### src/rtl/can_bt_pkg.sv
// Shared types for the CAN bit timing logic.
// Assumes: nothing beyond the encodings defined here.
package can_bt_pkg;

    // Segment of the quantum in progress; the encoding appears on the seg_id port.
    typedef enum logic [1:0] {
        SEG_SYNC   = 2'd0,
        SEG_FIRST  = 2'd1,
        SEG_SECOND = 2'd2
    } seg_e;

    // Two-out-of-three majority of three bus levels.
    function automatic logic vote3(input logic a, input logic b, input logic c);
        return (a & b) | (a & c) | (b & c);
    endfunction

endpackage

### src/rtl/can_bt_edge.sv
// Falling-edge detector on the receive line, evaluated only at quantum ticks.
// Assumes: rx_in is already synchronized to clk; the line idles recessive (1).
module can_bt_edge (
    input  logic clk,
    input  logic rst_n,
    input  logic tq_tick,
    input  logic rx_in,
    output logic fall_edge
);

    logic prev_q;

    // Hold the bus level seen at the most recent tick.
    always_ff @(posedge clk) begin
        if (!rst_n) begin
            prev_q <= 1'b1;
        end else if (tq_tick) begin
            prev_q <= rx_in;
        end
    end

    // Recessive at the previous tick, dominant now.
    assign fall_edge = tq_tick & prev_q & ~rx_in;

endmodule

### src/rtl/can_bt_seq.sv
// Segment sequencer: walks sync, first and second segments one quantum per tick,
// applies hard synchronization and resynchronization (one per bit, bounded
// by the jump width) and flags when the sampler must take a bus level.
// Assumes: configuration is stable while the bus is active; segment lengths are
// captured when the sync quantum ends (or on hard sync).
module can_bt_seq
    import can_bt_pkg::*;
#(
    parameter int S1W = 4,
    parameter int S2W = 3,
    parameter int CW  = 5
) (
    input  logic           clk,
    input  logic           rst_n,
    input  logic           tq_tick,
    input  logic           fall_edge,
    input  logic           bus_idle,
    input  logic [S1W-1:0] seg1_cfg,
    input  logic [S2W-1:0] seg2_cfg,
    input  logic [1:0]     sjw_cfg,
    input  logic           triple_en,
    output seg_e           seg,
    output logic           take_smp,
    output logic           final_smp,
    output logic           tx_stb
);

    seg_e          seg_q, seg_n;
    logic [CW-1:0] idx_q, idx_n;
    logic [CW-1:0] len1_q, len1_n;
    logic [CW-1:0] len2_q, len2_n;
    logic          used_q, used_n;
    logic          enter_sync;
    logic          tx_q;

    logic [CW-1:0] nom1, nom2, jump;
    logic [CW-1:0] pos1, rem2, grow, cut;

    // Nominal lengths and the jump width, in quanta.
    always_comb begin
        nom1 = CW'(seg1_cfg) + CW'(1) + (triple_en ? CW'(2) : CW'(0));
        nom2 = CW'(seg2_cfg) + CW'(1);
        jump = CW'(sjw_cfg) + CW'(1);
    end

    // Phase error magnitudes and their jump-limited corrections.
    always_comb begin
        pos1 = idx_q + CW'(1);
        rem2 = len2_q - CW'(1) - idx_q;
        grow = (pos1 < jump) ? pos1 : jump;
        cut  = (rem2 < jump) ? rem2 : jump;
    end

    // Next-quantum decision made at each tick.
    always_comb begin
        seg_n      = seg_q;
        idx_n      = idx_q;
        len1_n     = len1_q;
        len2_n     = len2_q;
        used_n     = used_q;
        take_smp   = 1'b0;
        final_smp  = 1'b0;
        enter_sync = 1'b0;
        if (tq_tick) begin
            if (fall_edge && bus_idle) begin
                seg_n  = SEG_FIRST;
                idx_n  = '0;
                len1_n = nom1;
                len2_n = nom2;
                used_n = 1'b1;
            end else begin
                case (seg_q)
                    SEG_SYNC: begin
                        seg_n  = SEG_FIRST;
                        idx_n  = '0;
                        len1_n = nom1;
                        len2_n = nom2;
                        used_n = fall_edge;
                    end
                    SEG_FIRST: begin
                        if (fall_edge && !used_q) begin
                            len1_n = len1_q + grow;
                        end
                        used_n    = used_q | fall_edge;
                        final_smp = (pos1 == len1_n);
                        take_smp  = triple_en ? ((idx_q + CW'(3)) >= len1_n) : final_smp;
                        if (final_smp) begin
                            seg_n = SEG_SECOND;
                            idx_n = '0;
                        end else begin
                            idx_n = pos1;
                        end
                    end
                    SEG_SECOND: begin
                        if (fall_edge && !used_q && (rem2 != '0)) begin
                            len2_n = len2_q - cut;
                            used_n = 1'b1;
                        end
                        if (pos1 >= len2_n) begin
                            seg_n      = SEG_SYNC;
                            idx_n      = '0;
                            used_n     = 1'b0;
                            enter_sync = 1'b1;
                        end else begin
                            idx_n = pos1;
                        end
                    end
                    default: begin
                        seg_n = SEG_SYNC;
                        idx_n = '0;
                    end
                endcase
            end
        end
    end

    // Sequencer state registers.
    always_ff @(posedge clk) begin
        if (!rst_n) begin
            seg_q  <= SEG_SYNC;
            idx_q  <= '0;
            len1_q <= '0;
            len2_q <= '0;
            used_q <= 1'b0;
            tx_q   <= 1'b0;
        end else begin
            seg_q  <= seg_n;
            idx_q  <= idx_n;
            len1_q <= len1_n;
            len2_q <= len2_n;
            used_q <= used_n;
            tx_q   <= enter_sync;
        end
    end

    assign seg    = seg_q;
    assign tx_stb = tx_q;

endmodule

### src/rtl/can_bt_sampler.sv
// Bus sampler: keeps the last three taken bus levels and produces the bit value
// at the sample point, either the latest level or the majority of three.
// Assumes: take and final requests are already qualified by the quantum tick.
module can_bt_sampler
    import can_bt_pkg::*;
(
    input  logic clk,
    input  logic rst_n,
    input  logic take_smp,
    input  logic final_smp,
    input  logic triple_en,
    input  logic rx_in,
    output logic sample_stb,
    output logic rx_bit
);

    logic [2:0] hist_q;
    logic       stb_q;
    logic       bit_q;

    // Shift in each requested bus level.
    always_ff @(posedge clk) begin
        if (!rst_n) begin
            hist_q <= 3'b111;
        end else if (take_smp) begin
            hist_q <= {hist_q[1:0], rx_in};
        end
    end

    // Update the bit value and strobe at the sample point.
    always_ff @(posedge clk) begin
        if (!rst_n) begin
            stb_q <= 1'b0;
            bit_q <= 1'b1;
        end else begin
            stb_q <= final_smp;
            if (final_smp) begin
                bit_q <= triple_en ? vote3(hist_q[1], hist_q[0], rx_in) : rx_in;
            end
        end
    end

    assign sample_stb = stb_q;
    assign rx_bit     = bit_q;

endmodule

### src/rtl/can_bt_top.sv
// CAN bit timing top: edge detector, segment sequencer and bus sampler.
// Assumes: tq_tick is a single-clock pulse per quantum from an external
// prescaler; configuration inputs change only while the bus is idle.
module can_bt_top
    import can_bt_pkg::*;
#(
    parameter int S1W = 4,
    parameter int S2W = 3
) (
    input  logic           clk,
    input  logic           rst_n,
    input  logic           tq_tick,
    input  logic           rx_in,
    input  logic           bus_idle,
    input  logic [S1W-1:0] seg1_cfg,
    input  logic [S2W-1:0] seg2_cfg,
    input  logic [1:0]     sjw_cfg,
    input  logic           triple_en,
    output logic [1:0]     seg_id,
    output logic           sample_stb,
    output logic           rx_bit,
    output logic           tx_stb
);

    localparam int WMAX = (S1W > S2W) ? S1W : S2W;
    localparam int CW   = $clog2((1 << WMAX) + 16);

    logic fall_edge;
    logic take_smp;
    logic final_smp;
    seg_e seg;

    can_bt_edge u_edge (
        .clk       (clk),
        .rst_n     (rst_n),
        .tq_tick   (tq_tick),
        .rx_in     (rx_in),
        .fall_edge (fall_edge)
    );

    can_bt_seq #(
        .S1W (S1W),
        .S2W (S2W),
        .CW  (CW)
    ) u_seq (
        .clk       (clk),
        .rst_n     (rst_n),
        .tq_tick   (tq_tick),
        .fall_edge (fall_edge),
        .bus_idle  (bus_idle),
        .seg1_cfg  (seg1_cfg),
        .seg2_cfg  (seg2_cfg),
        .sjw_cfg   (sjw_cfg),
        .triple_en (triple_en),
        .seg       (seg),
        .take_smp  (take_smp),
        .final_smp (final_smp),
        .tx_stb    (tx_stb)
    );

    can_bt_sampler u_smp (
        .clk        (clk),
        .rst_n      (rst_n),
        .take_smp   (take_smp),
        .final_smp  (final_smp),
        .triple_en  (triple_en),
        .rx_in      (rx_in),
        .sample_stb (sample_stb),
        .rx_bit     (rx_bit)
    );

    assign seg_id = seg;

endmodule

### config.mk
export PLATFORM = sky130hd
export DESIGN_NAME = can_bt_top
export DESIGN_NICKNAME = d
export VERILOG_FILES = /design/src/rtl/can_bt_pkg.sv /design/src/rtl/can_bt_edge.sv /design/src/rtl/can_bt_seq.sv /design/src/rtl/can_bt_sampler.sv /design/src/rtl/can_bt_top.sv
export SDC_FILE = /design/constraint.sdc
export NUM_CORES = 1
export LEC_CHECK = 0
export ABC_AREA = 1
export CAP_MARGIN = 25
export CORE_MARGIN = 5
export CORE_UTILIZATION = 35
export CTS_CLUSTER_SIZE = 16
export DETAILED_ROUTE_END_ITERATION = 10
export GPL_TIMING_DRIVEN = 0
export PLACE_DENSITY = 0.55
export SLEW_MARGIN = 10
export SYNTH_ARGS = -nofsm -noshare
export SYNTH_HDL_FRONTEND = slang
export SYNTH_SLANG_ARGS = --single-unit
### constraint.sdc
create_clock -name clk -period 4.5 [get_ports clk]
set_input_delay 0.675 -clock clk [delete_from_list [all_inputs] [get_ports clk]]
set_output_delay 0.675 -clock clk [all_outputs]
set_load 0.02 [all_outputs]
## Yosys cells after proc, flatten, opt, wreduce, memory -nomap -nowiden

Cells that the tools add are included.

- Flip-flop bits (word level): 24
- Input bits: 15
- Output and inout bits: 5
- Word-level logic and storage cells: 92

- Add/subtract/negate cells: 10
- Magnitude comparators: 4
- Equality and inequality tests: 6
- Multiplexer cells: 36
- Bitwise operators: 12
- Reductions and logical operators: 14

Operator list:

| cell | count |
|---|---|
| 5-bit 2-to-1 mux | 15 |
| 5-bit one-hot mux with 2 select lines | 3 |
| 1-bit 2-to-1 mux | 12 |
| 5-bit adder | 2 |
| 5-bit greater-or-equal comparator | 2 |
| 5-bit less-than comparator | 2 |
| 5-bit subtractor | 2 |
| 2-bit 2-to-1 mux | 4 |
| 3-bit by 1-bit inequality test with 1-bit output, second input constant | 2 |
| 2-bit one-hot mux with 3 select lines | 1 |
| 3-bit AND reduction | 2 |
| 3-bit nonzero test | 2 |
| 4-bit by 1-bit adder with 5-bit output, second input constant | 1 |
| 5-bit by 1-bit adder with 5-bit output, second input constant | 1 |
| 5-bit by 2-bit adder with 5-bit output, second input constant | 1 |
| 1-bit bitwise AND | 5 |
| 5-bit == test | 1 |
| 5-bit nonzero test | 1 |
| 5-bit by 1-bit subtractor with 5-bit output, second input constant | 1 |
| 3-bit by 1-bit adder with 4-bit output, second input constant | 1 |
| 4-bit by 1-bit inequality test with 1-bit output, second input constant | 1 |
| 1-bit NOT | 4 |
| 2-bit AND reduction | 2 |
| 4-bit nonzero test | 1 |
| other kinds (9) | 13 |

## Longest topological paths before layout

- Depth after elaboration: 13
- Depth in mapped cells: 31
- Mapped depth without buffers: 31

## Cells and area by module

Synthesis repeated with hierarchy kept, for this count alone.

- Cells, all modules: 379
- Area total of the unflattened synthesis: 2,576.2 um^2

By module, submodules not included:

| module | times used | cells each | area an instance (um^2) | seq. area each (um^2) |
|---|---|---|---|---|
| can_bt_seq | 1 | 349 | 2,369.8 | 380.4 |
| can_bt_sampler | 1 | 23 | 162.7 | 80.1 |
| can_bt_edge | 1 | 7 | 43.8 | 20.0 |

## Worst setup path before layout

Ideal clock, no wire load.

- Path type: register to register
- From: register u_seq.idx_q[0]
- To: register u_seq.used_q
- Library setup time: 0.113 ns
- Data arrival time: 4.217 ns
- Data required time: 4.387 ns
- Slack: 0.170 ns
- Cell stages (with the launch flop): 29
- Buffers on the path: 0
- Cell sequence: dfxtp_1 > inv_1 > ha_1 > inv_1 > fa_1 > inv_1 > ha_1 > o21ai_0 > a21oi_1 > o21ai_0 > nand3_1 > a21oi_1 > ha_1 > inv_1 > fa_1 > nand3_1 > nand2_1 > xor2_1 > nand2_1 > nand2_1 > ha_1 > nand4_1 > or2_2 > nand4_1 > nor2_1 > nand2_1 > o21bai_1 > nor2_1 > nor2_1

- Cells in the longest elaborated chain, start to end: 12

Ends and longest elaborated chain:

| item | RTL line | text |
|---|---|---|
| start, declared | can_bt_seq.sv:29 | `logic [CW-1:0] idx_q, idx_n;` |
| start signal, assigned | can_bt_seq.sv:128 | `idx_q <= idx_n;` |
| 5-bit subtractor | can_bt_seq.sv:49 | `rem2 = len2_q - CW'(1) - idx_q;` |
| 5-bit less-than comparator | can_bt_seq.sv:51 | `cut = (rem2 < jump) ? rem2 : jump;` |
| 5-bit 2-to-1 mux | can_bt_seq.sv:51 |  |
| 5-bit subtractor | can_bt_seq.sv:96 | `len2_n = len2_q - cut;` |
| 5-bit 2-to-1 mux | can_bt_seq.sv:95 | `if (fall_edge && !used_q && (rem2 != '0)) begin` |
| 5-bit 2-to-1 mux | can_bt_seq.sv:72 | `case (seg_q)` |
| 5-bit 2-to-1 mux | can_bt_seq.sv:65 | `if (fall_edge && bus_idle) begin` |
| 5-bit 2-to-1 mux | can_bt_seq.sv:64 | `if (tq_tick) begin` |
| 5-bit greater-or-equal comparator | can_bt_seq.sv:99 | `if (pos1 >= len2_n) begin` |
| 1-bit 2-to-1 mux | can_bt_seq.sv:99 |  |
| 1-bit one-hot mux with 3 select lines | can_bt_seq.sv:72 |  |
| 1-bit 2-to-1 mux | can_bt_seq.sv:65 |  |
| end signal, assigned | can_bt_seq.sv:131 | `used_q <= used_n;` |
| end, declared | can_bt_seq.sv:32 | `logic used_q, used_n;` |

Parallel ways exist; a longest one is shown, timed or not. The select of a mux whose other input is x is not followed.
A chain may end at the register's enable or synchronous reset.

## Worst setup path in the final report

- From: input sjw_cfg[1]
- To: register u_seq.used_q

- Cells in the longest elaborated chain, start to end: 12

Ends and longest elaborated chain:

| item | RTL line | text |
|---|---|---|
| start, declared | can_bt_top.sv:17 | `input logic [1:0] sjw_cfg,` |
| 2-bit by 1-bit adder with 3-bit output (*) | can_bt_seq.sv:43 | `jump = CW'(sjw_cfg) + CW'(1);` |
| 5-bit less-than comparator | can_bt_seq.sv:51 |  |
| 5-bit 2-to-1 mux (*) | can_bt_seq.sv:51 |  |
| 5-bit subtractor (*) | can_bt_seq.sv:96 |  |
| 5-bit 2-to-1 mux (*) | can_bt_seq.sv:95 |  |
| 5-bit 2-to-1 mux (*) | can_bt_seq.sv:72 |  |
| 5-bit 2-to-1 mux (*) | can_bt_seq.sv:65 |  |
| 5-bit 2-to-1 mux (*) | can_bt_seq.sv:64 |  |
| 5-bit greater-or-equal comparator (*) | can_bt_seq.sv:99 |  |
| 1-bit 2-to-1 mux | can_bt_seq.sv:99 |  |
| 1-bit one-hot mux with 3 select lines | can_bt_seq.sv:72 |  |
| 1-bit 2-to-1 mux | can_bt_seq.sv:65 |  |

Every way passes the cells marked *; elsewhere a longest branch is shown, timed or not. The select of a mux whose other input is x is not followed.

==> summary.md <==
| Metric | Value |
|---|---|
| Status | completed |
| Synth top area cells | dfxtp_1, ha_1, nand2_1 |
| Post-DR vias/cell | 4.81 |
| Max stage delay cell, worst path | clkdlybuf4s50_1 |
| Die Ht | 94.9 um |
| Num ports | 20 |
| CTS tree | yes |
| Leak | 1.42 nW |
| Tmin final | 4.40 ns |
| Final wirelength | 6.06 mm |
| RSZ-0062 raised after global routing | yes |
| Count of cell types in the netlist | 40 |
| PD cells | 246 nW/um2 |
| Min-delay worst type | reg -> reg |
| Vias in the first global route | 2123 |
| Hold path depth | 2 |
| Final setup viols | 0 |
| Largest net degree at the start of global routing | 15 |
| Met1 Wirelength | 3.14 mm |
| Yosys warnings | 0 |
| Cell Area, Synth | 2520 um2 |
| Worst Hold Margin | 0.471 ns |
| Final Skew | 0.0102 ns |
| Detailed-route via count | 2378 |
| # rows | 31 |
| Setup CP Type | in -> reg |
| Residual DRC | 0 |
| Placer Congestion | 0.814 |
| Clock buffer count from CTS | 3 |
| Setup Slack @ Placement | -0.591 ns |
| Max clock buf depth | 2 |
| Initial DRC count | 78 |
| Final nets | 448 |
| Max Fclk | 227 MHz |
| Syn nets | 415 |
| Max Cap Violations | 0 |
| Routed len/inst | 12.3 um |
| Final Total Pwr | 0.775 mW |
| First-pass GRT wire length | 9.88 mm |
| Avg Cell Area, Syn | 6.95 um2 |
| Slowest stage delay, CP | 0.46 ns |
| CTS root buffer | clkbuf_8 |
| Layout cells sized above 1 | 20.5% |
| Grt total ovfl | 0 |
| Port bufs | 18 |
| Clock Latency Late Sink | 0.27 ns |
| Worst reg2reg path depth | 30 |
| Biggest area consumer among synthesized cells | dfxtp_1 |
| Hold Fails Final Rpt | 0 |
| GRT Total Usage | 13.8% |
| Post-DP HPWL | 4.93 mm |
| Routed Antenna Nets | 0 |
| Critical path data arrival time | 4.58 ns |
| Routed wl met3 | 186 um |
| Setup slack after layout | 0.104 ns |
| Initial Utilization | 35.3% |
| Synth Instances | 363 |
| FF+latch count, synth | 24 |
| Drt pass-1 iters | 4 |
| Die Footprint | 9000 um2 |
| Area delta synth->final | 25.1% |
| Share of the synthesized area in the top cell type | 19.1% |
| CP Launch Type | input pin |
| Period utilization | 97.7% |
| Highest Signal Layer | met4 |
| Final max-slew violation count | 0 |
| CTS H-tree depth | 1 |
| VDD IR-drop max | 0.129 mV |
| Largest fanout on the critical path | 4 |
| Initial antenna violation count | 0 |
| TNS Setup | 0 ns |
| Area of the core | 7140 um2 |
| Worst slew margin | 62.6% |
| Clock sinks | 24 |
| Post-synthesis sequential area ratio | 19.1% |
| Slew at the pin with the worst max-slew slack | 0.561 ns |
| Endpoint class of the critical path | flop |
| Die W | 94.9 um |
| Reg clk slew, reported paths | 0.09 ns |
| Wire length on met2 | 2.70 mm |
| Worst EP required | 4.68 ns |
| Final Util | 44.2% |
| # diodes | 0 |
-- Yosys cell counts (all sizes together) --
| library cell | n |
|---|---|
| o211ai | 6 |
| nand4 | 5 |
| conb | 2 |
| nor2 | 18 |
| nand3 | 33 |
| fa | 4 |
| o21ai | 26 |
| clkinv | 1 |
| nand2 | 84 |
| buf | 2 |
| o32ai | 1 |
| a21oi | 30 |
| o2111ai | 1 |
| dfxtp | 24 |
| a221oi | 1 |
| a21boi | 2 |
| inv | 59 |
| nand3b | 3 |
| o311ai | 1 |
| o21bai | 2 |
| xnor2 | 7 |
| ha | 33 |
| a211oi | 1 |
| or2 | 4 |
| xor2 | 8 |
| clkbuf | 2 |
| nor3 | 3 |
-- cell families (layout without fill, tap and decap cells) --
logic type,Yosys count,count (layout),share of synthesized area [%]
flops,24,24,19.1
fa+ha+maj,37,37,19.6
other cells,2,2,0.298
compound gates,71,71,15.9
xor+xnor,15,15,5.21
buf+inv,64,96,10.4
simple gates,150,150,29.6
-- path summary, 6_finish.rpt --
kind                                              startpoint                      endpoint  slack, ns
worst max register to register   u_seq.idx_q[0]$_SDFFE_PN0P_     u_seq.used_q$_SDFFE_PN0P_       0.11
worst min register to register  u_smp.hist_q[1]$_SDFFE_PN1P_  u_smp.hist_q[1]$_SDFFE_PN1P_       0.47
worst min-delay path            u_smp.hist_q[1]$_SDFFE_PN1P_  u_smp.hist_q[1]$_SDFFE_PN1P_       0.47
worst max-delay path                              sjw_cfg[1]     u_seq.used_q$_SDFFE_PN0P_       0.10
-- registers in the layout, indices dropped and copies added (netlist names) --
name,cells
u_seq.len2_q,5
u_smp.hist_q,2
u_edge.prev_q,1
u_seq.idx_q,5
u_smp.sample_stb,1
u_seq.len1_q,5
u_seq.tx_stb,1
u_seq.used_q,1
u_seq.seg,2
u_smp.rx_bit,1
-- timing repair --
item | in CTS | in global routing
buffers inserted | 3 | 7
cloned | 0 | 0
setup endpoints to repair | 11 | 11
resized for setup | 21 | 35
hold endpoints to repair | 0 | 0
hold buffers | 0 | 0
pin swaps | 5 | 19
-- power by group --
part | internal, mW | switching, mW | total [mW]
logic | 0.147 | 0.194 | 0.341
registers | 0.225 | 0.0154 | 0.241
clock network | 0.119 | 0.0746 | 0.194
-- routing by layer --
| metal | vias to the layer above | global-route usage (%) |
|---|---|---|
| li1 | 1264 | - |
| met5 | - | 0 |
| met1 | 1075 | 19.5 |
| met3 | 4 | 1.91 |
| met2 | 35 | 22.7 |
| met4 | 0 | 2.16 |
-- cells in the final DEF (no fill, tap or decap), drive strengths merged, types with 5 or more instances in the layout --
cell type	Yosys	layout
xnor2	7	7
a21oi	30	30
clkbuf	2	5
nand3	33	33
nand2	84	84
nand4	5	5
ha	33	33
inv	59	58
nor2	18	18
clkdlybuf4s50	0	17
xor2	8	8
buf	2	12
dfxtp	24	24
o211ai	6	6
o21ai	26	26
-- area by class of cell --
cell class | instances | area, um2
fillers | 770 | 3980
plain buffers | 4 | 36.3
clock buffers | 3 | 41.3
repair buffers | 28 | 254
flip-flops and latches | 24 | 489
inverters | 60 | 230
well taps | 99 | 124
clock inverters | 1 | 30.0
multi-input cells | 275 | 1950
-- worst max-delay path, delay by kind of cell --
kind                     cells  cell delay [ns]
adder cells (fa/ha/maj)      5             1.31
AO/OA/AOI/OAI                5             0.63
buffers and inverters        3             0.60
AND/OR/NAND/NOR             13             1.22
XOR/XNOR                     1             0.14
-- per-stage QoR --
step / cell area (um2) / instances
finish: 3150 / 494
detailed placement: 2830 / 480
global placement: 2830 / 480
floorplan: 2520 / 363
CTS: 2970 / 487
global route: 3150 / 494
No activity file was read; power rests on OpenSTA's default activity.
